**src/rtl/cpx_pkg.sv**
```systemverilog
package cpx_pkg;
  typedef enum logic [2:0] {
    ST_IDLE,
    ST_CMD,
    ST_POLL,
    ST_XFER,
    ST_EACK
  } cpx_state_e;

  typedef enum logic [1:0] {
    RT_RELEASE = 2'b00,
    RT_BUSY    = 2'b01,
    RT_SERVICE = 2'b10,
    RT_EXCEPT  = 2'b11
  } cpx_rtype_e;

  localparam int OFW = 5;
  localparam logic [OFW-1:0] OFF_RESP = 5'h00;
  localparam logic [OFW-1:0] OFF_EACK = 5'h06;
  localparam logic [OFW-1:0] OFF_CMD  = 5'h0A;
  localparam logic [OFW-1:0] OFF_OPND = 5'h10;
endpackage

```
**src/rtl/cpx_resp_decode.sv**
```systemverilog
module cpx_resp_decode
  import cpx_pkg::*;
#(
  parameter int DW = 16
) (
  input  logic [DW-1:0] resp,
  output logic          requery,
  output cpx_rtype_e    rtype,
  output logic          to_cp,
  output logic [7:0]    vec
);
  always_comb begin
    requery = resp[15];
    rtype   = cpx_rtype_e'(resp[14:13]);
    to_cp   = resp[12];
    vec     = resp[7:0];
  end
endmodule

```
**src/rtl/cpx_addr_gen.sv**
```systemverilog
module cpx_addr_gen #(
  parameter int IDW = 3,
  parameter int OFW = 5,
  localparam int AW = IDW + OFW
) (
  input  logic [IDW-1:0] id,
  input  logic [OFW-1:0] off,
  output logic [AW-1:0]  addr
);
  assign addr = {id, off};
endmodule

```
**src/rtl/cpx_seq.sv**
```systemverilog
module cpx_seq
  import cpx_pkg::*;
#(
  parameter int         DW        = 16,
  parameter int         IDW       = 3,
  parameter logic [2:0] CP_FC     = 3'b111,
  parameter logic [7:0] PROTO_VEC = 8'h0E,
  localparam int        AW        = IDW + cpx_pkg::OFW
) (
  input  logic           clk,
  input  logic           rst,
  input  logic           start,
  input  logic [IDW-1:0] cp_id,
  input  logic [DW-1:0]  cmd_word,
  input  logic [DW-1:0]  opnd_wdata,
  output logic           busy,
  output logic           done,
  output logic           exc,
  output logic [7:0]     exc_vec,
  output logic [DW-1:0]  opnd_rdata,
  output logic           opnd_rvalid,
  output logic           bus_cyc,
  output logic [AW-1:0]  bus_addr,
  output logic [2:0]     bus_fc,
  output logic           bus_we,
  output logic [DW-1:0]  bus_wdata,
  input  logic [DW-1:0]  bus_rdata,
  input  logic           bus_ack,
  input  logic           bus_berr
);
  cpx_state_e     state;
  logic [IDW-1:0] id_q;
  logic [DW-1:0]  cmd_q;
  logic           to_cp_q;
  logic           requery_q;
  logic [7:0]     vec_q;

  logic [OFW-1:0] off_nxt;
  logic           we_nxt;
  logic [DW-1:0]  wd_nxt;
  logic [AW-1:0]  addr_nxt;

  logic           r_requery;
  cpx_rtype_e     r_type;
  logic           r_to_cp;
  logic [7:0]     r_vec;

  cpx_resp_decode #(.DW(DW)) u_dec (
    .resp    (bus_rdata),
    .requery (r_requery),
    .rtype   (r_type),
    .to_cp   (r_to_cp),
    .vec     (r_vec)
  );

  cpx_addr_gen #(.IDW(IDW), .OFW(OFW)) u_addr (
    .id   (id_q),
    .off  (off_nxt),
    .addr (addr_nxt)
  );

  // Launch values for the access belonging to the current state
  always_comb begin
    off_nxt = OFF_RESP;
    we_nxt  = 1'b0;
    wd_nxt  = '0;
    unique case (state)
      ST_CMD: begin
        off_nxt = OFF_CMD;
        we_nxt  = 1'b1;
        wd_nxt  = cmd_q;
      end
      ST_XFER: begin
        off_nxt = OFF_OPND;
        we_nxt  = to_cp_q;
        wd_nxt  = opnd_wdata;
      end
      ST_EACK: begin
        off_nxt = OFF_EACK;
        we_nxt  = 1'b1;
        wd_nxt  = {{(DW-8){1'b0}}, vec_q};
      end
      default: ;
    endcase
  end

  assign busy = (state != ST_IDLE);

  always_ff @(posedge clk) begin
    if (rst) begin
      state       <= ST_IDLE;
      id_q        <= '0;
      cmd_q       <= '0;
      to_cp_q     <= 1'b0;
      requery_q   <= 1'b0;
      vec_q       <= '0;
      done        <= 1'b0;
      exc         <= 1'b0;
      exc_vec     <= '0;
      opnd_rdata  <= '0;
      opnd_rvalid <= 1'b0;
      bus_cyc     <= 1'b0;
      bus_addr    <= '0;
      bus_fc      <= '0;
      bus_we      <= 1'b0;
      bus_wdata   <= '0;
    end else begin
      done        <= 1'b0;
      exc         <= 1'b0;
      opnd_rvalid <= 1'b0;
      if (state == ST_IDLE) begin
        if (start) begin
          id_q  <= cp_id;
          cmd_q <= cmd_word;
          state <= ST_CMD;
        end
      end else if (!bus_cyc) begin
        bus_cyc   <= 1'b1;
        bus_fc    <= CP_FC;
        bus_addr  <= addr_nxt;
        bus_we    <= we_nxt;
        bus_wdata <= wd_nxt;
      end else if (bus_berr) begin
        bus_cyc <= 1'b0;
        bus_fc  <= '0;
        exc     <= 1'b1;
        exc_vec <= PROTO_VEC;
        state   <= ST_IDLE;
      end else if (bus_ack) begin
        bus_cyc <= 1'b0;
        bus_fc  <= '0;
        unique case (state)
          ST_CMD: state <= ST_POLL;
          ST_POLL: begin
            unique case (r_type)
              RT_BUSY:    state <= ST_POLL;
              RT_RELEASE: begin
                done  <= 1'b1;
                state <= ST_IDLE;
              end
              RT_SERVICE: begin
                to_cp_q   <= r_to_cp;
                requery_q <= r_requery;
                state     <= ST_XFER;
              end
              default: begin
                vec_q <= r_vec;
                state <= ST_EACK;
              end
            endcase
          end
          ST_XFER: begin
            if (!to_cp_q) begin
              opnd_rdata  <= bus_rdata;
              opnd_rvalid <= 1'b1;
            end
            if (requery_q) state <= ST_POLL;
            else begin
              done  <= 1'b1;
              state <= ST_IDLE;
            end
          end
          default: begin
            exc     <= 1'b1;
            exc_vec <= vec_q;
            state   <= ST_IDLE;
          end
        endcase
      end
    end
  end

  // Space code present during every coprocessor cycle
  assert_fc_R2: assert property (@(posedge clk) disable iff (rst)
    bus_cyc |-> bus_fc == CP_FC);

  // Request fields held until the slave answers
  assert_hold_R2: assert property (@(posedge clk) disable iff (rst)
    (bus_cyc && !bus_ack && !bus_berr) |=>
      (bus_cyc && $stable(bus_addr) && $stable(bus_we) && $stable(bus_wdata)));

  // Identifier occupies the upper address bits
  assert_id_R1: assert property (@(posedge clk) disable iff (rst)
    bus_cyc |-> bus_addr[AW-1:OFW] == id_q);

  // Bus error aborts with the protocol-violation vector
  assert_berr_R10: assert property (@(posedge clk) disable iff (rst)
    (bus_cyc && bus_berr) |=> (exc && exc_vec == PROTO_VEC && !bus_cyc && !busy));

  // Normal completion leaves the bus quiet
  assert_release_R9: assert property (@(posedge clk) disable iff (rst)
    done |-> (!bus_cyc && !busy && !exc));

  // Exception reporting returns to idle
  assert_exc_R6: assert property (@(posedge clk) disable iff (rst)
    exc |-> (!busy && !done));
endmodule

```
**config.mk**
```make
export PLATFORM = sky130hd
export DESIGN_NAME = cpx_seq
export DESIGN_NICKNAME = d
export VERILOG_FILES = /design/src/rtl/cpx_pkg.sv /design/src/rtl/cpx_resp_decode.sv /design/src/rtl/cpx_addr_gen.sv /design/src/rtl/cpx_seq.sv
export SDC_FILE = /design/constraint.sdc
export NUM_CORES = 1
export LEC_CHECK = 0
export ABC_CLOCK_PERIOD_IN_PS = 2100
export BUFFER_PORTS_ARGS = -buffer_cell sky130_fd_sc_hd__buf_4
export CAP_MARGIN = 20
export CORE_MARGIN = 3
export CORE_UTILIZATION = 51
export DETAILED_ROUTE_END_ITERATION = 8
export GPL_TIMING_DRIVEN = 1
export PLACE_DENSITY = 0.85
export SETUP_SLACK_MARGIN = 0.5
export SYNTH_ARGS = -nofsm -noshare
export SYNTH_HDL_FRONTEND = slang
export SYNTH_HIERARCHICAL = 1
export SYNTH_SLANG_ARGS = --single-unit
```
**constraint.sdc**
```tcl
create_clock -name clk -period 2.1 [get_ports clk]
set_input_delay 0.105 -clock clk [delete_from_list [all_inputs] [get_ports clk]]
set_output_delay 0.105 -clock clk [all_outputs]
set_load 0.005 [all_outputs]
```
==> results of run 1 <==
per-layer routing:
metal / up-vias / wire [um] / global-route usage
li1: 1735 / - / -
met3: 34 / 797 / 0.0447
met2: 191 / 5350 / 0.413
met4: 0 / 347 / 0.126
met1: 1740 / 4470 / 0.322
met5: - / 0 / 0
placed cells by master (no fill, tap or decap), types with 2 or more instances in the layout:
master and n:
o2bb2ai_1 5, clkbuf_8 11, and3b_1 3, o21ai_0 52
o221a_2 3, nand3b_1 3, dfxtp_4 3, clkinvlp_4 3
or2_2 2, buf_4 125, a21oi_1 75, inv_1 6
dfxtp_1 82, o21ai_1 2, and4bb_2 2, a22oi_1 8
nor4b_4 2, mux2_2 16, ha_1 3, nor2_1 2
dlygate4sd3_1 13, nand2_1 59, nor3_1 2, nand3_1 34
timing repair:
item                       CTS  global route
hold buffers                12             1
buffers inserted             1             3
gates resized for setup      6             5
hold endpoints to repair    12             1
pin swaps                    0             3
gates cloned                 1             1
setup endpoints to repair   80            44
power by group through the flow:
stage / sequential, uW / clock (uW) / combinational [uW]
floorplan: 1750 / 0 / 342
global placement: 1770 / 0 / 474
detailed placement: 1780 / 0 / 486
CTS: 1740 / 1200 / 524
global route: 1750 / 1280 / 592
finish: 1740 / 1200 / 548
cells in the mapped netlist (2+ instances only):
library cell / number / area, um2
a21oi_1: 75 / 375
a22oi_1: 8 / 60.1
and3b_1: 3 / 26.3
and4bb_2: 2 / 25.0
buf_1: 2 / 7.51
buf_2: 16 / 80.1
buf_4: 24 / 180
buf_6: 4 / 45.0
clkbuf_1: 13 / 48.8
dfxtp_1: 86 / 1720
ha_1: 3 / 37.5
inv_1: 6 / 22.5
mux2_2: 16 / 180
nand2_1: 59 / 221
nand3_1: 34 / 170
nand3b_1: 3 / 22.5
nand4bb_1: 2 / 22.5
nor2_1: 2 / 7.51
nor3_1: 4 / 20.0
o21ai_0: 52 / 260
o21ai_1: 2 / 10.0
o221a_2: 3 / 33.8
o2bb2ai_1: 5 / 43.8
or2_2: 2 / 12.5
logic make-up (layout without fill, tap and decap cells):
| family | count (synthesis) | count (layout) | share of synthesized area |
|---|---|---|---|
| AO/OA/AOI/OAI | 152 | 152 | 0.220 |
| AND/OR/NAND/NOR | 120 | 120 | 0.165 |
| flip-flops | 86 | 86 | 0.450 |
| buffers and inverters | 68 | 166 | 0.104 |
| multiplexers | 17 | 17 | 0.0497 |
| adder cells (fa/ha/maj) | 3 | 3 | 0.00981 |
| other | 1 | 1 | 0.000980 |
stage by stage:
| stage | worst slack, ps | hold slack, ps |
|---|---|---|
| after global routing | 515 | 4.36 |
| after CTS | 512 | 0.425 |
| final | 566 | 11.0 |
| after floorplan | 685 | 241 |
| after global placement | 440 | 354 |
| after detailed placement | 322 | 365 |
final timing paths:
kind | slack (ps) | depth (start not counted) | end
worst min register to register | 460 | 2 | cmd_q[2]
worst min-delay path | 10 | 3 | opnd_rdata[10]
worst max-delay path | 570 | 5 | busy
worst max register to register | 570 | 4 | id_q[2]
registers in the layout (all words and copies together), names as in the netlist, 3 cells and up:
| signal | count |
|---|---|
| bus_addr | 8 |
| bus_wdata | 16 |
| cmd_q | 16 |
| exc_vec | 8 |
| id_q | 3 |
| opnd_rdata | 16 |
| state | 3 |
| vec_q | 8 |
cell type report:
type | instances | area, um2 | share of cell area
multi-input combinational | 293 | 1740 | 0.350
timing repair buffer | 142 | 1130 | 0.228
clock buffer | 11 | 151 | 0.0305
tap | 96 | 120 | 0.0242
inverter | 8 | 30.0 | 0.00605
clock inverter | 5 | 57.6 | 0.0116
sequential | 86 | 1730 | 0.350
worst max-delay path, delay by kind of cell, from the launching register on:
kind | cells | cell delay, ps
AND/OR/NAND/NOR | 1 | 160
flip-flops | 1 | 390
buffers and inverters | 4 | 530
==> flow_metrics.py, run 1 <==
metrics = {
    "critical_path": {
        "worst-setup-path-type": "reg -> out",
        "crit_path_end_kind": "output port",
        "critPathArrivalTime_ps": 1430,
        "worstSetupStartpoint": "state[1]",
        "max_stage_delay_ps": 390,
        "critPathLaunchType": "flop",
        "required_ps": 2000,
        "worstPathCellList": "buf_12, nor3_4, buf_6, inv_2, buf_4",
        "worst-path-max-fanout": 13,
        "cpMaxStageDelayCell": "dfxtp_4",
        "rr_startpoint": "state[1]",
    },
    "sta": {
        "maxSlewViolCount": 0,
        "grt_setup_unrepaired": "false",
        "hold_viol": 0,
        "max_freq_ghz": 0.652,
        "period_minus_slack_ps": 1530,
        "finClkSkew_ps": 8.98,
        "tightest_slew_ps": 533,
        "finalSetupViolCount": 0,
        "relSlewSlack": 0.642,
        "tns_ps": 0,
        "period_share": 0.730,
    },
    "floorplan": {
        "ioPinCount": 113,
        "initial_core_util": 0.545,
        "die_h_um": 92.6,
        "die_area_um2": 8570,
        "core_area_um2": 7020,
        "die_w_um": 92.6,
        "num_rows": 30,
    },
    "logic_synthesis": {
        "synth_nets": 506,
        "avgSynthCellArea_um2": 8.56,
        "syn_area_um2": 3820,
        "ys_seq_area_frac": 0.450,
        "synth_edf_count": 0,
        "syn_inst": 447,
        "ys_warn_count": 6,
        "ys.flop_type": "dfxtp_1",
        "post_synth_num_cell_types": 45,
        "ys_ff_latch": 86,
        "async_flop_share": 0,
    },
    "final_layout": {
        "postLayoutCellArea_um2": 4960,
        "n_antenna_cell": 0,
        "final_cells": 641,
        "layout.nets": 599,
        "fin_util": 0.707,
        "drive_gt1_frac": 0.334,
        "syn_to_final_growth_pct": 29.7,
        "fillCellCount": 518,
    },
    "power": {
        "total_power_uw": 3490,
        "sw_frac_of_total": 0.264,
        "power_frac_seq": 0.499,
        "power_density_nw_per_um2": 703,
        "intPower_uw": 2560,
        "peakVddDrop_uv": 338,
        "p_leak_uw": 0.00196,
        "power_frac_comb": 0.157,
        "power_frac_clock": 0.344,
        "p_sw_uw": 922,
    },
    "route": {
        "drt-initial-drc-count": 273,
        "drc": 0,
        "wl_um": 11000,
        "ant_nets": 0,
        "dr.pass1.iters": 8,
        "num_vias": 3700,
        "routedWlPerCell_um": 17.1,
        "vias_per_cell": 5.77,
    },
    "global_route": {
        "track_usage": 0.253,
        "grt_pass1_wl_um": 17300,
        "grt_start_max_net_pins": 48,
        "antenna_found_initial": 0,
        "grt_pass1_vias": 3467,
        "grt_overflow": 0,
    },
    "clock_tree": {
        "htreeDepth": 3,
        "clock_path_buffers": 2,
        "clock-sinks": 86,
        "cts_tree": "built",
        "clk_latency_ps": 350,
        "cts-root-buf": "clkbuf_8",
        "clk_pin_slew_ps": 80,
        "numCtsBuffers": 9,
    },
    "placement": {
        "dp_hpwl_um": 7080,
        "io_buffers": 112,
        "placedCellCount": 606,
        "place_area_um2": 4530,
        "place.gp.congestion": 0.876,
    },
    "hold_path": {
        "min_path_type": "in -> reg",
        "hold_path.startpoint": "bus_rdata[10]",
    },
    "run_status": {
        "status": "complete, no violations",
    },
    "flow_run": {
        "max_cap_viol_count": 0,
    },
}
Note: power is estimated with default switching activity, not from simulation.
==> run 2: changes to the inputs <==
--- a/config.mk
+++ b/config.mk
@@ -5,14 +5,15 @@
 export SDC_FILE = /design/constraint.sdc
 export NUM_CORES = 1
 export LEC_CHECK = 0
-export ABC_CLOCK_PERIOD_IN_PS = 2100
+export ABC_AREA = 1
+export ABC_CLOCK_PERIOD_IN_PS = 1400
 export BUFFER_PORTS_ARGS = -buffer_cell sky130_fd_sc_hd__buf_4
 export CAP_MARGIN = 20
 export CORE_MARGIN = 3
-export CORE_UTILIZATION = 51
+export CORE_UTILIZATION = 47
 export DETAILED_ROUTE_END_ITERATION = 8
 export GPL_TIMING_DRIVEN = 1
-export PLACE_DENSITY = 0.85
+export PLACE_DENSITY = 0.83
 export SETUP_SLACK_MARGIN = 0.5
 export SYNTH_ARGS = -nofsm -noshare
 export SYNTH_HDL_FRONTEND = slang
==> constraint.sdc (replaced) <==
create_clock -name clk -period 1.4 [get_ports clk]
set_input_delay 0.07 -clock clk [delete_from_list [all_inputs] [get_ports clk]]
set_output_delay 0.07 -clock clk [all_outputs]
set_load 0.005 [all_outputs]
==> run 2 against run 1 <==
- the run now ends with negative setup slack left
- sequential cell count unchanged
- first-iteration DRC count up 140%
- routed wire length up 78%
- via count up 40%
- sequential power up 57%
- global-route usage up 6.4 points
- count of clock-buffer cells in the layout down 1
- clock skew up 7.5 ps
- sequential share of layout area down 8.5 points
- design area up 37%
==> flow_metrics.py, run 2 <==
metrics = {
    "run_status": {
        "status": "finished with violations",
        "violations": "negative setup slack",
    },
    "critical_path": {
        "required_ps": 1690,
        "worst-path-max-fanout": 8,
        "cpMaxStageDelayCell": "dfxtp_2",
        "r2r_cells": 7,
        "crit_family": "simple AND/OR/NAND/NOR gates",
        "regToRegEndpoint": "opnd_rdata[10]",
        "max_stage_delay_ps": 390,
        "r2r_setup_slack_ps": -180,
        "rr_startpoint": "bus_cyc",
        "critPathLaunchType": "flop",
        "worst-setup-path-type": "reg -> reg",
        "critPathBufInv": 2,
        "worstPathCellList": "nand2_1, nor2_4, buf_6, nand2_8, clkinv_8, nor2_4, nor2_2",
        "crit_path_end_kind": "flop",
        "critPathArrivalTime_ps": 1860,
        "cpMostUsedCell": "nor2_4",
    },
    "floorplan": {
        "num_rows": 32,
        "die_h_um": 96.4,
        "core_area_um2": 7850,
        "die_w_um": 96.4,
        "die_area_um2": 9290,
        "ioPinCount": 113,
        "initial_core_util": 0.489,
    },
    "sta": {
        "finClkSkew_ps": 16.5,
        "grt_setup_unrepaired": "true",
        "tightest_slew_ps": 496,
        "relSlewSlack": 0.668,
        "layout_setup_ws_ps": -177,
        "max_freq_ghz": 0.634,
        "maxSlewViolCount": 0,
        "period_share": 1.13,
        "finalSetupViolCount": 55,
        "period_minus_slack_ps": 1580,
        "hold_viol": 0,
    },
    "logic_synthesis": {
        "ys_top_cells_by_count": "88 x nand2_1, 86 x dfxtp_1, 86 x nor2_1",
        "yosys.area.top_type_share": 0.448,
        "synth_most_common_cell": "nand2_1",
        "synthXorXnorAreaFrac": 0,
        "synth_nets": 590,
        "ys_ff_latch": 86,
        "synth_edf_count": 0,
        "syn_inst": 531,
        "ys.flop_type": "dfxtp_1",
        "synth_area_leaders": "dfxtp_1 45%, nand2_1 8.6%, nor2_1 8.4%",
        "ys_seq_area_frac": 0.448,
        "async_flop_share": 0,
        "synth_top_family_by_area": "simple AND/OR/NAND/NOR gates",
        "synthAdderAreaFrac": 0.00977,
        "yosys.area_share.simple": 0.290,
        "ys_warn_count": 6,
        "synth_compound_area_frac": 0.126,
        "avgSynthCellArea_um2": 7.23,
        "syn_area_um2": 3840,
        "synth_top_area_cell": "dfxtp_1",
        "muxShareOfSynthArea": 0,
        "post_synth_num_cell_types": 24,
    },
    "clock_tree": {
        "clk_latency_ps": 380,
        "clock_path_buffers": 2,
        "clock-sinks": 86,
        "htreeDepth": 3,
        "cts-root-buf": "clkbuf_8",
        "numCtsBuffers": 9,
        "clk_pin_slew_ps": 100,
        "cts_tree": "built",
    },
    "hold_path": {
        "hold_depth": 3,
        "min_to": "cmd_q[0]",
        "hold_path.startpoint": "cmd_word[0]",
        "min_path_type": "in -> reg",
    },
    "placement": {
        "io_buffers": 112,
        "placedCellCount": 706,
        "place_area_um2": 4720,
        "dp_slack_ps": -4.42,
        "place.gp.congestion": 0.917,
        "dp_hpwl_um": 7620,
    },
    "final_layout": {
        "final_common_cell": "buf_4",
        "final_cell_mix": "92 x buf_4, 69 x buf_6, 55 x nor2_1, 54 x nand2_1, 49 x dfxtp_2",
        "reg_top3": "bus_wdata (16), cmd_q (16), opnd_rdata (16)",
        "syn_to_final_growth_pct": 77.1,
        "final_cells": 808,
        "n_antenna_cell": 0,
        "drive_gt1_frac": 0.557,
        "postLayoutCellArea_um2": 6800,
        "layout.nets": 760,
    },
    "route": {
        "routedWlPerCell_um": 24.1,
        "dr.pass1.iters": 8,
        "num_vias": 5171,
        "ant_nets": 0,
        "drc": 0,
        "wl_um": 19500,
        "drt-initial-drc-count": 652,
        "vias_per_cell": 6.40,
    },
    "global_route": {
        "antenna_found_initial": 0,
        "grt_pass1_wl_um": 22400,
        "grt_start_max_net_pins": 36,
        "grt_pass1_vias": 4427,
        "track_usage": 0.318,
        "grt_overflow": 0,
    },
    "flow_run": {
        "max_cap_viol_count": 0,
    },
    "power": {
        "peakVddDrop_uv": 696,
        "p_leak_uw": 0.00289,
        "power_density_nw_per_um2": 1030,
    },
}
==> run 2: changes by cell type in the layout (fill, tap and decap cells not counted), moves of 21 or more <==
cell / change
nor2_1: +53
dfxtp_2: +48
buf_4: -33
nand2_2: +26
inv_1: +25
buf_6: +68
o21ai_0: -43
a21oi_1: -58
nor2_4: +22
dfxtp_1: -50
o21ai_2: +21
==> run 2: metrics by stage <==
step	setup TNS (ps)	util	total power (uW)	hold WS [ps]
after floorplan	0	-	3560	216
after global placement	0	0.601	3870	269
after detailed placement	-4.42	0.601	3910	271
after CTS	0	0.748	6240	0.487
after global routing	-5740	0.867	7110	16.9
final	-3590	0.867	7000	15.6
==> run 2: worst reg2reg max path, stage by stage, from the launching register on <==
cell	delay, ps
dfxtp_2	390
nand2_1	240
nor2_4	270
buf_6	150
nand2_8	100
clkinv_8	130
nor2_4	60
nor2_2	150
==> run 2: routing by layer <==
metal / vias to the layer above / global-route usage / wire length, um
met5: - / 0 / 0
met4: 0 / 0.183 / 1870
met3: 201 / 0.0666 / 2230
met2: 555 / 0.539 / 8750
met1: 2353 / 0.369 / 6660
li1: 2062 / - / -
==> run 2: cell families after synthesis <==
group,count (synthesis)
other,1
DFF,86
AOI/OAI and AO/OA,92
and+or+nand+nor,254
adders and majority gates,3
buffers and inverters,95
==> run 2: layout make-up <==
type                    count  area [um2]
repair inverters            2        25.0
clock inverters             6        95.1
well taps                 102         128
repair buffers            205        2020
multi-input cells         356        2400
fillers                   331        1040
inverters                  41         209
clock buffers              10         128
flip-flops and latches     86        1800
==> run 2: how the worst max path moves through the flow <==
| stage | from | endpoint | slack, ps | cells after the start |
|---|---|---|---|---|
| after floorplan | state[0] | bus_addr[1] | 180 | 7 |
| after global placement | state[0] | cmd_q[13] | 80 | 6 |
| after detailed placement | state[0] | cmd_q[10] | -4 | 6 |
| after CTS | state[1] | busy | 90 | 3 |
| after global routing | bus_cyc | vec_q[3] | -190 | 8 |
| final | bus_cyc | opnd_rdata[10] | -180 | 7 |
==> run 2: repair_timing <==
item                                    in CTS  in global routing
setup buffers                               23                 18
hold buffers                                30                  3
gates cloned                                 7                  5
endpoints found under the hold margin       31                  3
endpoints found under the setup margin     104                140
resized for setup                          104                212
pin swaps                                   30                 35
==> run 2: power by group <==
| group | internal (uW) | total [uW] | switching (uW) |
|---|---|---|---|
| Sequential | 2600 | 2730 | 128 |
| Clock | 1020 | 2060 | 1030 |
| Combinational | 992 | 2210 | 1220 |
| Total | 4620 | 7000 | 2380 |
